`src/rtl/pix_lfsr_combiner_pkg.sv`:
```
package pix_lfsr_combiner_pkg;
  typedef struct packed {
    logic loadWord;
    logic step;
    logic finish;
    logic wordFine;
  } ctrlStrobes_t;
endpackage

```
`src/rtl/pix_lfsr_combiner_ctrl.sv`:
```
module pix_lfsr_combiner_ctrl
  import pix_lfsr_combiner_pkg::*;
#(
  parameter int WORD_W  = 10,
  parameter int NUM_PIX = 256,
  localparam int IDX_W  = $clog2(NUM_PIX),
  localparam int BIT_W  = $clog2(WORD_W)
) (
  input  logic             clk,
  input  logic             rstN,
  input  logic             bitValid,
  input  logic             finePhase,
  input  logic             match,
  input  logic             atLast,
  output ctrlStrobes_t     strobes,
  output logic [IDX_W-1:0] wordIdx
);
  logic             phaseQ;
  logic             phaseChg;
  logic [BIT_W-1:0] bitCnt, effBit;
  logic [IDX_W-1:0] idxCnt, effIdx, idxLat;
  logic             fineLat;
  logic             busy;
  logic             wordDone;

  assign phaseChg = finePhase != phaseQ;
  assign effBit   = phaseChg ? '0 : bitCnt;
  assign effIdx   = phaseChg ? '0 : idxCnt;
  assign wordDone = bitValid && (effBit == BIT_W'(WORD_W - 1));

  always_ff @(posedge clk) begin
    if (!rstN) begin
      phaseQ  <= 1'b0;
      bitCnt  <= '0;
      idxCnt  <= '0;
      idxLat  <= '0;
      fineLat <= 1'b0;
      busy    <= 1'b0;
    end else begin
      phaseQ <= finePhase;
      if (bitValid) bitCnt <= wordDone ? '0 : effBit + BIT_W'(1);
      else          bitCnt <= effBit;
      if (wordDone) begin
        idxCnt  <= (effIdx == IDX_W'(NUM_PIX - 1)) ? '0 : effIdx + IDX_W'(1);
        idxLat  <= effIdx;
        fineLat <= finePhase;
        busy    <= 1'b1;
      end else begin
        idxCnt <= effIdx;
        if (strobes.finish) busy <= 1'b0;
      end
    end
  end

  always_comb begin
    strobes.loadWord = wordDone;
    strobes.step     = busy && !match && !atLast;
    strobes.finish   = busy && (match || atLast);
    strobes.wordFine = fineLat;
  end
  assign wordIdx = idxLat;

  // a phase change restarts pixel numbering
  a_r7_index_restart: assert property (@(posedge clk) disable iff (!rstN)
    (finePhase != phaseQ) |=> (idxCnt == '0));
endmodule

```
`src/rtl/pix_lfsr_combiner_dpath.sv`:
```
module pix_lfsr_combiner_dpath
  import pix_lfsr_combiner_pkg::*;
#(
  parameter int WORD_W  = 10,
  parameter int NUM_PIX = 256,
  parameter int TAP_A   = 7,
  parameter int TAP_B   = 10,
  localparam int IDX_W  = $clog2(NUM_PIX),
  localparam int OUT_W  = 2 * WORD_W,
  localparam logic [WORD_W-1:0] CNT_MAX = '1
) (
  input  logic             clk,
  input  logic             rstN,
  input  logic             serData,
  input  logic             bitValid,
  input  ctrlStrobes_t     strobes,
  input  logic [IDX_W-1:0] wordIdx,
  output logic             match,
  output logic             atLast,
  output logic             pixValid,
  output logic [IDX_W-1:0] pixIndex,
  output logic [OUT_W-1:0] pixValue,
  output logic             pixErr
);
  logic [WORD_W-2:0] shReg;
  logic [WORD_W-1:0] target, refState, stepCnt, refNext, result;
  logic              feedback;
  logic [WORD_W:0]   coarseMem [NUM_PIX];
  logic [WORD_W:0]   coarseRd;

  assign feedback = ~(refState[TAP_A-1] ^ refState[TAP_B-1]);
  assign refNext  = {refState[WORD_W-2:0], feedback};
  assign match    = refState == target;
  assign atLast   = stepCnt == CNT_MAX - WORD_W'(1);
  assign result   = match ? stepCnt : CNT_MAX;
  assign coarseRd = coarseMem[wordIdx];

  always_ff @(posedge clk) begin
    if (!rstN) begin
      shReg    <= '0;
      target   <= '0;
      refState <= '0;
      stepCnt  <= '0;
      pixValid <= 1'b0;
      pixIndex <= '0;
      pixValue <= '0;
      pixErr   <= 1'b0;
    end else begin
      if (bitValid) shReg <= {shReg[WORD_W-3:0], serData};
      if (strobes.loadWord) begin
        target   <= {shReg, serData};
        refState <= '0;
        stepCnt  <= '0;
      end else if (strobes.step) begin
        refState <= refNext;
        stepCnt  <= stepCnt + WORD_W'(1);
      end
      pixValid <= strobes.finish && strobes.wordFine;
      if (strobes.finish && strobes.wordFine) begin
        pixIndex <= wordIdx;
        pixValue <= {coarseRd[WORD_W-1:0], result};
        pixErr   <= coarseRd[WORD_W] | !match;
      end
    end
  end

  always_ff @(posedge clk) begin
    if (strobes.finish && !strobes.wordFine) coarseMem[wordIdx] <= {!match, result};
  end

  // search never runs past the last reachable state
  a_r4_search_bound: assert property (@(posedge clk) disable iff (!rstN)
    stepCnt <= CNT_MAX - WORD_W'(1));
  // coarse results stay inside the block
  a_r5_coarse_silent: assert property (@(posedge clk) disable iff (!rstN)
    (strobes.finish && !strobes.wordFine) |=> !pixValid);
  // a finished fine word is emitted with its index
  a_r6_fine_emit: assert property (@(posedge clk) disable iff (!rstN)
    (strobes.finish && strobes.wordFine) |=> (pixValid && pixIndex == $past(wordIdx)));
  // output strobe lasts one cycle
  a_r9_single_pulse: assert property (@(posedge clk) disable iff (!rstN)
    pixValid |=> !pixValid);
endmodule

```
`src/rtl/pix_lfsr_combiner.sv`:
```
module pix_lfsr_combiner
  import pix_lfsr_combiner_pkg::*;
#(
  parameter int WORD_W  = 10,
  parameter int NUM_PIX = 256,
  parameter int TAP_A   = 7,
  parameter int TAP_B   = 10,
  localparam int IDX_W  = $clog2(NUM_PIX),
  localparam int OUT_W  = 2 * WORD_W
) (
  input  logic             clk,
  input  logic             rstN,
  input  logic             serData,
  input  logic             bitValid,
  input  logic             finePhase,
  output logic             pixValid,
  output logic [IDX_W-1:0] pixIndex,
  output logic [OUT_W-1:0] pixValue,
  output logic             pixErr
);
  ctrlStrobes_t     strobes;
  logic [IDX_W-1:0] wordIdx;
  logic             match, atLast;

  pix_lfsr_combiner_ctrl #(.WORD_W(WORD_W), .NUM_PIX(NUM_PIX)) ctrl_i (
    .clk(clk), .rstN(rstN), .bitValid(bitValid), .finePhase(finePhase),
    .match(match), .atLast(atLast), .strobes(strobes), .wordIdx(wordIdx)
  );

  pix_lfsr_combiner_dpath #(.WORD_W(WORD_W), .NUM_PIX(NUM_PIX),
                            .TAP_A(TAP_A), .TAP_B(TAP_B)) dpath_i (
    .clk(clk), .rstN(rstN), .serData(serData), .bitValid(bitValid),
    .strobes(strobes), .wordIdx(wordIdx), .match(match), .atLast(atLast),
    .pixValid(pixValid), .pixIndex(pixIndex), .pixValue(pixValue), .pixErr(pixErr)
  );
endmodule

```
`config.mk`:
```
export PLATFORM = sky130hd
export DESIGN_NAME = pix_lfsr_combiner
export DESIGN_NICKNAME = d
export VERILOG_FILES = /design/src/rtl/pix_lfsr_combiner_pkg.sv /design/src/rtl/pix_lfsr_combiner_ctrl.sv /design/src/rtl/pix_lfsr_combiner_dpath.sv /design/src/rtl/pix_lfsr_combiner.sv
export SDC_FILE = /design/constraint.sdc
export NUM_CORES = 2
export LEC_CHECK = 0
export BUFFER_PORTS_ARGS = -buffer_cell sky130_fd_sc_hd__buf_2
export CAP_MARGIN = 5
export CELL_PAD_IN_SITES_DETAIL_PLACEMENT = 1
export CELL_PAD_IN_SITES_GLOBAL_PLACEMENT = 1
export CORE_MARGIN = 2
export CORE_UTILIZATION = 60
export CTS_CLUSTER_SIZE = 8
export DETAILED_ROUTE_END_ITERATION = 10
export GPL_ROUTABILITY_DRIVEN = 0
export PLACE_DENSITY_LB_ADDON = 0.1
export SLEW_MARGIN = 20
export SYNTH_ARGS = -nofsm -noshare
export SYNTH_HDL_FRONTEND = slang
export SYNTH_SLANG_ARGS = --single-unit
```
`constraint.sdc`:
```
create_clock -name clk -period 11.22 [get_ports clk]
set_input_delay 3.366 -clock clk [delete_from_list [all_inputs] [get_ports clk]]
set_output_delay 3.366 -clock clk [all_outputs]
set_load 0.05 [all_outputs]
```
==> metrics.cfg <==
[synthesis]
ys_warn_count = 0
synth_edf_count = 2816
synth_nets = 5857
yosysMostFrequentCell = edfxtp_1
yosysSeqAreaShare_pct = 76.1
ys_async_sr_fraction_pct = 0
synth_top_area_share_pct = 74.4
ys_types = 71
ys_ff_latch = 2916
syn_area_per_cell_sq_um = 19.4
netlist_area_sq_mm = 0.114
yosys-top-cells-count = edfxtp_1 (2816), mux4_2 (507), mux2i_1 (460), nor2_1 (417), nand2_1 (281)
yosys.area.top_type = edfxtp_1
synth_area_leaders = edfxtp_1 (74%), mux4_2 (10%), mux2i_1 (4.0%), dfxtp_1 (1.8%), nor2_1 (1.4%)
syn-instance-count = 5847
synth_top_flop_cell = edfxtp_1

[routing]
wl_per_cell_microns = 40.8
drc = 0
drtAntennaViolNets = 0
via_per_inst = 7.15
drt_iter0_drc = 9217
vias = 62679
wirelength_microns = 357000
drt_pass1_iterations = 7

[cts]
post-cts-setup-buffer-count = 0
numCtsBuffers = 414
cts_resized = 0
cts-root-buf = clkbuf_16
clock-sinks = 2916
clock_latency_ps = 990
htree_levels = 5
cts_tree = done
path_clk_slew_ps = 50
cts_buffer_depth = 4
holdBufCountCts = 0

[setup_path]
r2r_cells = 12
rrSetupSlack_ps = 5670
reg2reg_to = dpath_i.pixValue[19]
crit_path_start_kind = register
arrival_ps = 6380
crit_type = register to register
worst_ep_required_time_ps = 12040
crit_fanout = 104
cp-end-kind = register
endpoint = dpath_i.pixValue[19]

[placement]
placed_cells = 8242
place_ws_ps = 5100
place_hpwl_microns = 211000
place_area_sq_mm = 0.117
port_buffers = 34

[hold_path]
hold_path_class = register to register

[sta]
worst_pin_slew_ps = 1280
hold_slack_ps = 451
fin_skew_ps = 67.2
setup_viol = 0
relSlewSlack_pct = 14.5
fmax_mhz = 180
hold_violations = 0
rsz0062_at_grt = false
fin_setup_tns_ps = 0
fin_crit_ps = 5550
final_max_slew_viol_count = 0
fin_crit_sh_pct = 49.5
setup_ws_ps = 5670

[die]
num_rows = 159
coreArea_sq_mm = 0.188
die_h_microns = 439
initial_utilization_pct = 60.5
die_w_microns = 439
dieArea_sq_mm = 0.193
io_pins = 35

[layout]
fin_util_pct = 68.2
nets = 6176
final-seq-area_sq_mm = 0.0866
multiInputGateArea_sq_mm = 0.0253
stdcell_count = 8764
syn2layout_area_growth_pct = 12.7
fill_cells = 14831
drive_gt1_share_pct = 22.4
post-route-cell-area_sq_mm = 0.128

[global_route]
first_global_vias = 65116
grtUsageTotal_pct = 37.5
antenna_found_initial = 16
grt-ovfl-total = 0
grt_pass1_wl_microns = 503000
grt_max_degree = 197

[run_status]
status = complete, no violations

[power]
ir_drop_v = 0.000163
total_power_mw = 22.8
leakagePower_nw = 39.5
powerDensity_mw_per_mm2 = 178

[flow_run]
cap_violations = 0

-- metal layers --
layer / vias to the layer above / wire length, microns / global-route usage, %
met3: 981 / 40000 / 9.18
met1: 32900 / 127000 / 49.7
met2: 4424 / 170000 / 58.3
met5: - / 103 / 0
met4: 16 / 21200 / 20.0
li1: 24358 / - / -
-- flip-flops by register name, summed over array words and instances, names as in the netlist, named ones only --
register           cells
ctrl_i.bitCnt          4
ctrl_i.busy            1
ctrl_i.fineLat         1
ctrl_i.idxCnt          8
ctrl_i.phaseQ          1
ctrl_i.wordIdx         8
dpath_i.coarseMem   2816
dpath_i.pixErr         1
dpath_i.pixIndex       8
dpath_i.pixValid       1
dpath_i.pixValue      20
dpath_i.refState      10
dpath_i.shReg          9
dpath_i.stepCnt       10
dpath_i.target        10
-- critical path, stage by stage (launching register included) --
cell and delay, ps:
dfxtp_4 660, buf_12 590, buf_12 590, buf_4 770
nand2b_4 80, buf_4 410, o22ai_1 320, o21ai_0 130
a21oi_1 470, nor2_1 90, a31oi_1 480, o21ai_0 160
a211oi_1 420
-- report_power, final --
group          leakage [nW]  internal, mW  switching (mW)
Combinational          7.33       0.00358          0.0123
Clock                  5.34          6.65            4.34
Sequential             26.9          11.8        0.000788
Total                  39.5          18.4            4.36
-- cell usage in the layout, fill, tap and decap left out, drive strengths merged, types with 75 or more instances in the layout --
cell,netlist,layout
dfxtp,100,100
a21oi,137,137
nand2,281,281
clkbuf,141,510
a22oi,75,75
nor2,418,418
o22ai,134,134
edfxtp,2816,2816
o21ai,81,81
nand3,76,76
buf,214,257
mux4,515,515
mux2i,460,460
-- cell families after synthesis --
group	after synthesis	share of synthesized area (%)
fa+ha+maj	5	0.0550
flops	2916	76.1
buf+inv	363	2.10
simple gates	914	3.43
xor+xnor	31	0.239
compound gates	633	3.69
mux	985	14.4
-- how the worst min path moves through the flow --
stage | to | cells after the start | from
2_1_floorplan | dpath_i.target[9] | 2 | dpath_i.shReg[8]
3_3_place_gp | dpath_i.pixIndex[0] | 2 | dpath_i.pixIndex[0]
3_5_place_dp | dpath_i.pixIndex[4] | 2 | dpath_i.pixIndex[4]
4_1_cts | dpath_i.pixIndex[4] | 2 | dpath_i.pixIndex[4]
5_1_grt | dpath_i.pixIndex[4] | 2 | dpath_i.pixIndex[4]
6_report | dpath_i.pixIndex[4] | 2 | dpath_i.pixIndex[4]
-- layout make-up --
| cell class | count | area share (%) |
|---|---|---|
| antenna | 3 | 0.00586 |
| clock buffer | 510 | 8.48 |
| clock inverter | 6 | 0.0781 |
| inverter | 8 | 0.0303 |
| multi-input combinational | 2568 | 19.8 |
| sequential | 2916 | 67.6 |
| tap | 2495 | 2.44 |
| timing repair buffer | 258 | 1.63 |
No activity file was read; power rests on OpenSTA's default activity.
